==> src/rtl/dacif_pkg.sv <==
package dacif_pkg;
  localparam int SFR_AW  = 8;
  localparam int SFR_DW  = 8;
  localparam int DAC_CW  = 12;
  localparam int DAC_NCH = 2;
  localparam logic [7:0] DATA_BASE  = 8'hF9;
  localparam logic [7:0] CTRL_ADDR  = 8'hFD;
  localparam logic [7:0] CTRL_RESET = 8'h04;
  // control bit positions (software-visible, hence fixed)
  localparam int B_MODE = 7;
  localparam int B_RNG0 = 5;
  localparam int B_CLR0 = 3;
  localparam int B_SYNC = 2;
  localparam int B_PD0  = 0;
endpackage

==> src/rtl/dacif_ctrl.sv <==
module dacif_ctrl
  import dacif_pkg::*;
#(
  parameter int AW = SFR_AW,
  parameter int DW = SFR_DW,
  parameter logic [AW-1:0] ADDR = CTRL_ADDR,
  parameter logic [DW-1:0] RST_VAL = CTRL_RESET
) (
  input  logic          clk,
  input  logic          rst_n,
  input  logic [AW-1:0] addr,
  input  logic [DW-1:0] wdata,
  input  logic          wr,
  output logic [DW-1:0] ctrl_q,
  output logic          sync_rise,
  output logic          mode_next
);
  logic ctrl_wr;

  assign ctrl_wr = wr && (addr == ADDR);

  always_ff @(posedge clk) begin
    if (!rst_n) ctrl_q <= RST_VAL;
    else if (ctrl_wr) ctrl_q <= wdata;
  end

  // release both channels only on a 0 -> 1 edge of the sync bit
  assign sync_rise = ctrl_wr && !ctrl_q[B_SYNC] && wdata[B_SYNC];
  // the release formats with the mode being written in that same cycle
  assign mode_next = ctrl_wr ? wdata[B_MODE] : ctrl_q[B_MODE];
endmodule

==> src/rtl/dacif_channel.sv <==
module dacif_channel #(
  parameter int AW = 8,
  parameter int DW = 8,
  parameter int CW = 12,
  parameter logic [AW-1:0] LO_ADDR = 8'hF9,
  parameter logic [AW-1:0] HI_ADDR = 8'hFA
) (
  input  logic             clk,
  input  logic             rst_n,
  input  logic [AW-1:0]    addr,
  input  logic [DW-1:0]    wdata,
  input  logic             wr,
  input  logic             mode8,
  input  logic             mode8_next,
  input  logic             sync_on,
  input  logic             sync_rise,
  input  logic             enable,
  output logic [DW-1:0]    lo_q,
  output logic [CW-DW-1:0] hi_q,
  output logic [CW-1:0]    lat_q,
  output logic [CW-1:0]    code
);
  localparam int HW = CW - DW;

  logic          lo_wr, hi_wr;
  logic [DW-1:0] lo_next;
  logic [HW-1:0] hi_next;
  logic [CW-1:0] lat_next;

  function automatic logic [CW-1:0] fmt(input logic m8,
                                        input logic [DW-1:0] lo,
                                        input logic [HW-1:0] hi);
    fmt = m8 ? {lo, {HW{1'b0}}} : {hi, lo};
  endfunction

  assign lo_wr   = wr && (addr == LO_ADDR);
  assign hi_wr   = wr && (addr == HI_ADDR);
  assign lo_next = lo_wr ? wdata : lo_q;
  assign hi_next = hi_wr ? wdata[HW-1:0] : hi_q;

  always_comb begin
    lat_next = lat_q;
    if (sync_rise)             lat_next = fmt(mode8_next, lo_next, hi_next);
    else if (sync_on && lo_wr) lat_next = fmt(mode8, lo_next, hi_q);
  end

  always_ff @(posedge clk) begin
    if (!rst_n) begin
      lo_q  <= '0;
      hi_q  <= '0;
      lat_q <= '0;
    end else begin
      lo_q  <= lo_next;
      hi_q  <= hi_next;
      lat_q <= lat_next;
    end
  end

  assign code = enable ? lat_q : '0;
endmodule

==> src/rtl/dacif_rdmux.sv <==
module dacif_rdmux #(
  parameter int AW = 8,
  parameter int DW = 8,
  parameter int CW = 12,
  parameter int NCH = 2,
  parameter logic [AW-1:0] BASE = 8'hF9,
  parameter logic [AW-1:0] CADDR = 8'hFD
) (
  input  logic                          rd,
  input  logic [AW-1:0]                 addr,
  input  logic [DW-1:0]                 ctrl_q,
  input  logic [NCH-1:0][DW-1:0]        lo_all,
  input  logic [NCH-1:0][CW-DW-1:0]     hi_all,
  output logic [DW-1:0]                 rdata
);
  localparam int HW = CW - DW;

  always_comb begin
    rdata = '0;
    if (rd) begin
      if (addr == CADDR) rdata = ctrl_q;
      for (int i = 0; i < NCH; i++) begin
        if (addr == AW'(int'(BASE) + 2 * i))     rdata = lo_all[i];
        if (addr == AW'(int'(BASE) + 2 * i + 1)) rdata = {{(DW - HW){1'b0}}, hi_all[i]};
      end
    end
  end
endmodule

==> src/rtl/dacif_top.sv <==
module dacif_top
  import dacif_pkg::*;
#(
  parameter int AW = SFR_AW,
  parameter int DW = SFR_DW,
  parameter int CW = DAC_CW,
  parameter logic [AW-1:0] BASE  = DATA_BASE,
  parameter logic [AW-1:0] CADDR = CTRL_ADDR
) (
  input  logic          clk,
  input  logic          rst_n,
  input  logic [AW-1:0] sfr_addr,
  input  logic [DW-1:0] sfr_wdata,
  input  logic          sfr_wr,
  input  logic          sfr_rd,
  output logic [DW-1:0] sfr_rdata,
  output logic [CW-1:0] dac0_code,
  output logic [CW-1:0] dac1_code,
  output logic [1:0]    dac_rng_supply,
  output logic [1:0]    dac_pwr_on,
  output logic [1:0]    dac_force_zero
);
  localparam int NCH = DAC_NCH;
  localparam int HW  = CW - DW;

  logic [DW-1:0]          ctrl_q;
  logic                   sync_rise, mode_next;
  logic [NCH-1:0][DW-1:0] lo_all;
  logic [NCH-1:0][HW-1:0] hi_all;
  logic [NCH-1:0][CW-1:0] lat_all;
  logic [NCH-1:0][CW-1:0] code_all;

  dacif_ctrl #(.AW(AW), .DW(DW), .ADDR(CADDR), .RST_VAL(DW'(CTRL_RESET))) u_ctrl (
    .clk(clk), .rst_n(rst_n), .addr(sfr_addr), .wdata(sfr_wdata), .wr(sfr_wr),
    .ctrl_q(ctrl_q), .sync_rise(sync_rise), .mode_next(mode_next)
  );

  for (genvar i = 0; i < NCH; i++) begin : g_ch
    dacif_channel #(
      .AW(AW), .DW(DW), .CW(CW),
      .LO_ADDR(AW'(int'(BASE) + 2 * i)),
      .HI_ADDR(AW'(int'(BASE) + 2 * i + 1))
    ) u_ch (
      .clk(clk), .rst_n(rst_n), .addr(sfr_addr), .wdata(sfr_wdata), .wr(sfr_wr),
      .mode8(ctrl_q[B_MODE]), .mode8_next(mode_next),
      .sync_on(ctrl_q[B_SYNC]), .sync_rise(sync_rise),
      .enable(ctrl_q[B_CLR0 + i] & ctrl_q[B_PD0 + i]),
      .lo_q(lo_all[i]), .hi_q(hi_all[i]), .lat_q(lat_all[i]), .code(code_all[i])
    );
    assign dac_rng_supply[i] = ctrl_q[B_RNG0 + i];
    assign dac_pwr_on[i]     = ctrl_q[B_PD0 + i];
    assign dac_force_zero[i] = ~ctrl_q[B_CLR0 + i];
  end

  assign dac0_code = code_all[0];
  assign dac1_code = code_all[1];

  dacif_rdmux #(.AW(AW), .DW(DW), .CW(CW), .NCH(NCH), .BASE(BASE), .CADDR(CADDR)) u_rd (
    .rd(sfr_rd), .addr(sfr_addr), .ctrl_q(ctrl_q),
    .lo_all(lo_all), .hi_all(hi_all), .rdata(sfr_rdata)
  );
endmodule

==> config.mk <==
export PLATFORM = sky130hd
export DESIGN_NAME = dacif_top
export DESIGN_NICKNAME = d
export VERILOG_FILES = /design/src/rtl/dacif_pkg.sv /design/src/rtl/dacif_ctrl.sv /design/src/rtl/dacif_channel.sv /design/src/rtl/dacif_rdmux.sv /design/src/rtl/dacif_top.sv
export SDC_FILE = /design/constraint.sdc
export NUM_CORES = 1
export LEC_CHECK = 0
export ABC_AREA = 0
export BUFFER_PORTS_ARGS = -buffer_cell sky130_fd_sc_hd__buf_2
export CORE_MARGIN = 2
export CORE_UTILIZATION = 60
export DETAILED_ROUTE_END_ITERATION = 8
export GPL_ROUTABILITY_DRIVEN = 0
export PLACE_DENSITY_LB_ADDON = 0.12
export REMOVE_ABC_BUFFERS = 1
export SETUP_SLACK_MARGIN = 0.3
export SYNTH_ARGS = -nofsm -noshare
export SYNTH_HDL_FRONTEND = slang
export SYNTH_SLANG_ARGS = --single-unit
==> constraint.sdc <==
create_clock -name clk -period 4.1 [get_ports clk]
set_input_delay 0.41 -clock clk [delete_from_list [all_inputs] [get_ports clk]]
set_output_delay 0.41 -clock clk [all_outputs]
set_load 0.005 [all_outputs]
==> flow_summary.ini <==
[placed_design]
dp_hpwl_mm = 5.496
portBuffers = 57
placed_area_um2 = 3413

[die]
initial_utilization = 0.6227
die_y_um = 76.81
dieArea_um2 = 5899
row_count = 26
fp.dieW_um = 76.81
boundaryPins = 58
core_area_um2 = 5107

[power_and_ir_drop]
vdd.ir_drop.worst_mv = 0.2425
p_leak_nw = 1.607
p_total_mw = 0.8904
p_per_area_nw_per_um2 = 254.8

[timing]
slew-limit-headroom = 0.2660
rsz0062_at_grt = false
max_freq_mhz = 452.7
setup_tns_ns = 0
period_needed_ns = 2.209
setup_violations = 0
worstMarginPinSlew_ns = 1.100
fin_crit_sh = 0.5388
final_hold_viol_count = 0
skew_ns = 0.01103
drv_slew = 0

[clock_network]
post_cts_resized = 0
clk_pin_slew_ns = 0.10
cts_setup_buffers = 0
cts_tree = done
root_buffer = clkbuf_8
h-tree-depth = 2
clock_sinks = 56
clkLatencyLatePin_ns = 0.31
cts_buffers = 5
clockBufferDepth = 2
hold_buffers = 0

[route]
routed-wl-met2_mm = 3.524
drtIter0Drc = 153
wl_met1_mm = 3.547
top_layer_used = met4
ant_nets = 0
dr.pass1.iters = 4
wire_per_inst_um = 17.24
dr_total_vias = 2595
route.detailed.drc = 0
wl_met3_um = 392
finalWirelength_mm = 7.603
via_per_inst = 5.884

[global_routing]
grt_max_degree = 60
antenna_found_initial = 0
gr-usage-all-layers = 0.2587
overflow = 0
grt_pass1_vias = 2451
grt_pass1_wl_mm = 12.34

[yosys]
synth-seq-cells = 56
netlist.area_leader.share = 0.3525
synth_warnings = 0
synth_edf_count = 0
synth_area_um2 = 3181
avgSynthCellArea_um2 = 9.580
yosysTopAreaCell = dfxtp_1
synth.distinct_cells = 46
synth_cells = 332
yosysSeqAreaShare = 0.3525
synth_ff_type = dfxtp_1
synth.top_cells.by_area = dfxtp_1, mux2i_1, mux2_2, and3_1, and2_1
synthArstFlopShare = 0

[setup_path]
cp_max_fo = 16
slowest_delay_ns = 0.44
criticalPathCategory = in -> out
arrival_ns = 1.80
crit_path_start_kind = primary input
cp_common_cell = buf_2
cp_cell_sequence = buf_2 > nand3b_4 > nor3_1 > a22oi_1 > nor2_1 > buf_2
cp-end-kind = output pin
cp_num_buf_inv = 2
cp_top_family = simple AND/OR/NAND/NOR gates
crit_required_ns = 3.69
slowest_stage = nor3_1

[outcome]
status = completed

[flow_run]
max-cap-violations = 0

[final_layout]
final_common_cell = buf_2
final-seq-area_um2 = 1121
design_area_um2 = 3495
diodes = 0
area_growth_pct = 9.874
fin_nets = 391
num-fill-cells = 462
multi_input_area_um2 = 1897
drive_gt1_frac = 0.2857
layout_common_cells = buf_2, dfxtp_1, mux2i_1, and3_1

[worst_hold_path]
hp-class = in -> reg
final timing paths:
check                                            from               endpoint  slack [ns]  cells past startpoint
worst max register to register       u_ctrl.ctrl_q[2]  g_ch[0].u_ch.lat_q[9]        1.99                      5
worst min-delay path                     sfr_wdata[5]       u_ctrl.ctrl_q[5]        0.44                      3
worst min register to register  g_ch[0].u_ch.lat_q[7]  g_ch[0].u_ch.lat_q[7]        0.46                      2
worst max-delay path                      sfr_addr[2]           sfr_rdata[7]        1.89                      6
area by class of cell:
| cell class | instances | share of cell area |
|---|---|---|
| Clock buffer | 5 | 0.01969 |
| Multi-Input combinational cell | 245 | 0.5428 |
| Sequential cell | 56 | 0.3208 |
| Clock inverter | 2 | 0.003580 |
| Timing Repair Buffer | 57 | 0.08163 |
| Tap cell | 70 | 0.02506 |
| Inverter | 6 | 0.006445 |
worst register-to-register path: cells and delay by family (launching register included):
family	cells	cell delay (ns)
AND/OR/NAND/NOR	1	0.26
AO/OA/AOI/OAI	4	1.38
flip-flops	1	0.42
kinds of logic (layout without fill, tap and decap cells):
group / Yosys count / count (layout) / synth area share
simple gates: 136 / 136 / 0.2644
buf+inv: 31 / 70 / 0.05114
compound gates: 51 / 51 / 0.1239
flops: 56 / 56 / 0.3525
mux: 58 / 58 / 0.2081
Yosys cell counts (all sizes together) (3+ instances only):
cell type and n:
mux2 31, o2bb2ai 5, o31ai 4, a21boi 4, nand4 5, dfxtp 56, a222oi 3, nand2 18
and2 23, buf 14, and3 24, nand3 9, o32ai 7, nor2b 21, a22oi 9, nor2 22
o2111ai 3, o21ai 9, mux2i 27, clkbuf 11, and3b 3, inv 6
report_power, final:
part,total (mW),switching (mW),internal [mW],leakage (nW)
sequential,0.544,0.000440,0.544,0.451
combinational,0.0536,0.0353,0.0182,1.12
clock,0.293,0.176,0.116,0.0400
flip-flops by register name (all words and copies together), names as in the netlist:
signal / flops
g_ch.u_ch.lat_q: 24
g_ch.u_ch.hi_q: 8
g_ch.u_ch.lo_q: 16
u_ctrl.ctrl_q: 8
metal layers:
metal	vias up	track usage
li1	1281	-
met1	1225	0.3623
met2	77	0.4158
met3	12	0.02941
met4	0	0.08364
met5	-	0
per-stage QoR:
step             util  std cells  hold WS (ns)  setup WS, ns
2_1_floorplan       -        307        0.4322         2.065
3_3_place_gp   0.6683        434        0.4463         1.747
3_5_place_dp   0.6683        434        0.4499         1.694
4_1_cts        0.6842        441        0.4378         1.895
5_1_grt        0.6842        441        0.4564         1.718
6_report       0.6842        441        0.4400         1.891
No activity file was read; power rests on OpenSTA's default activity.
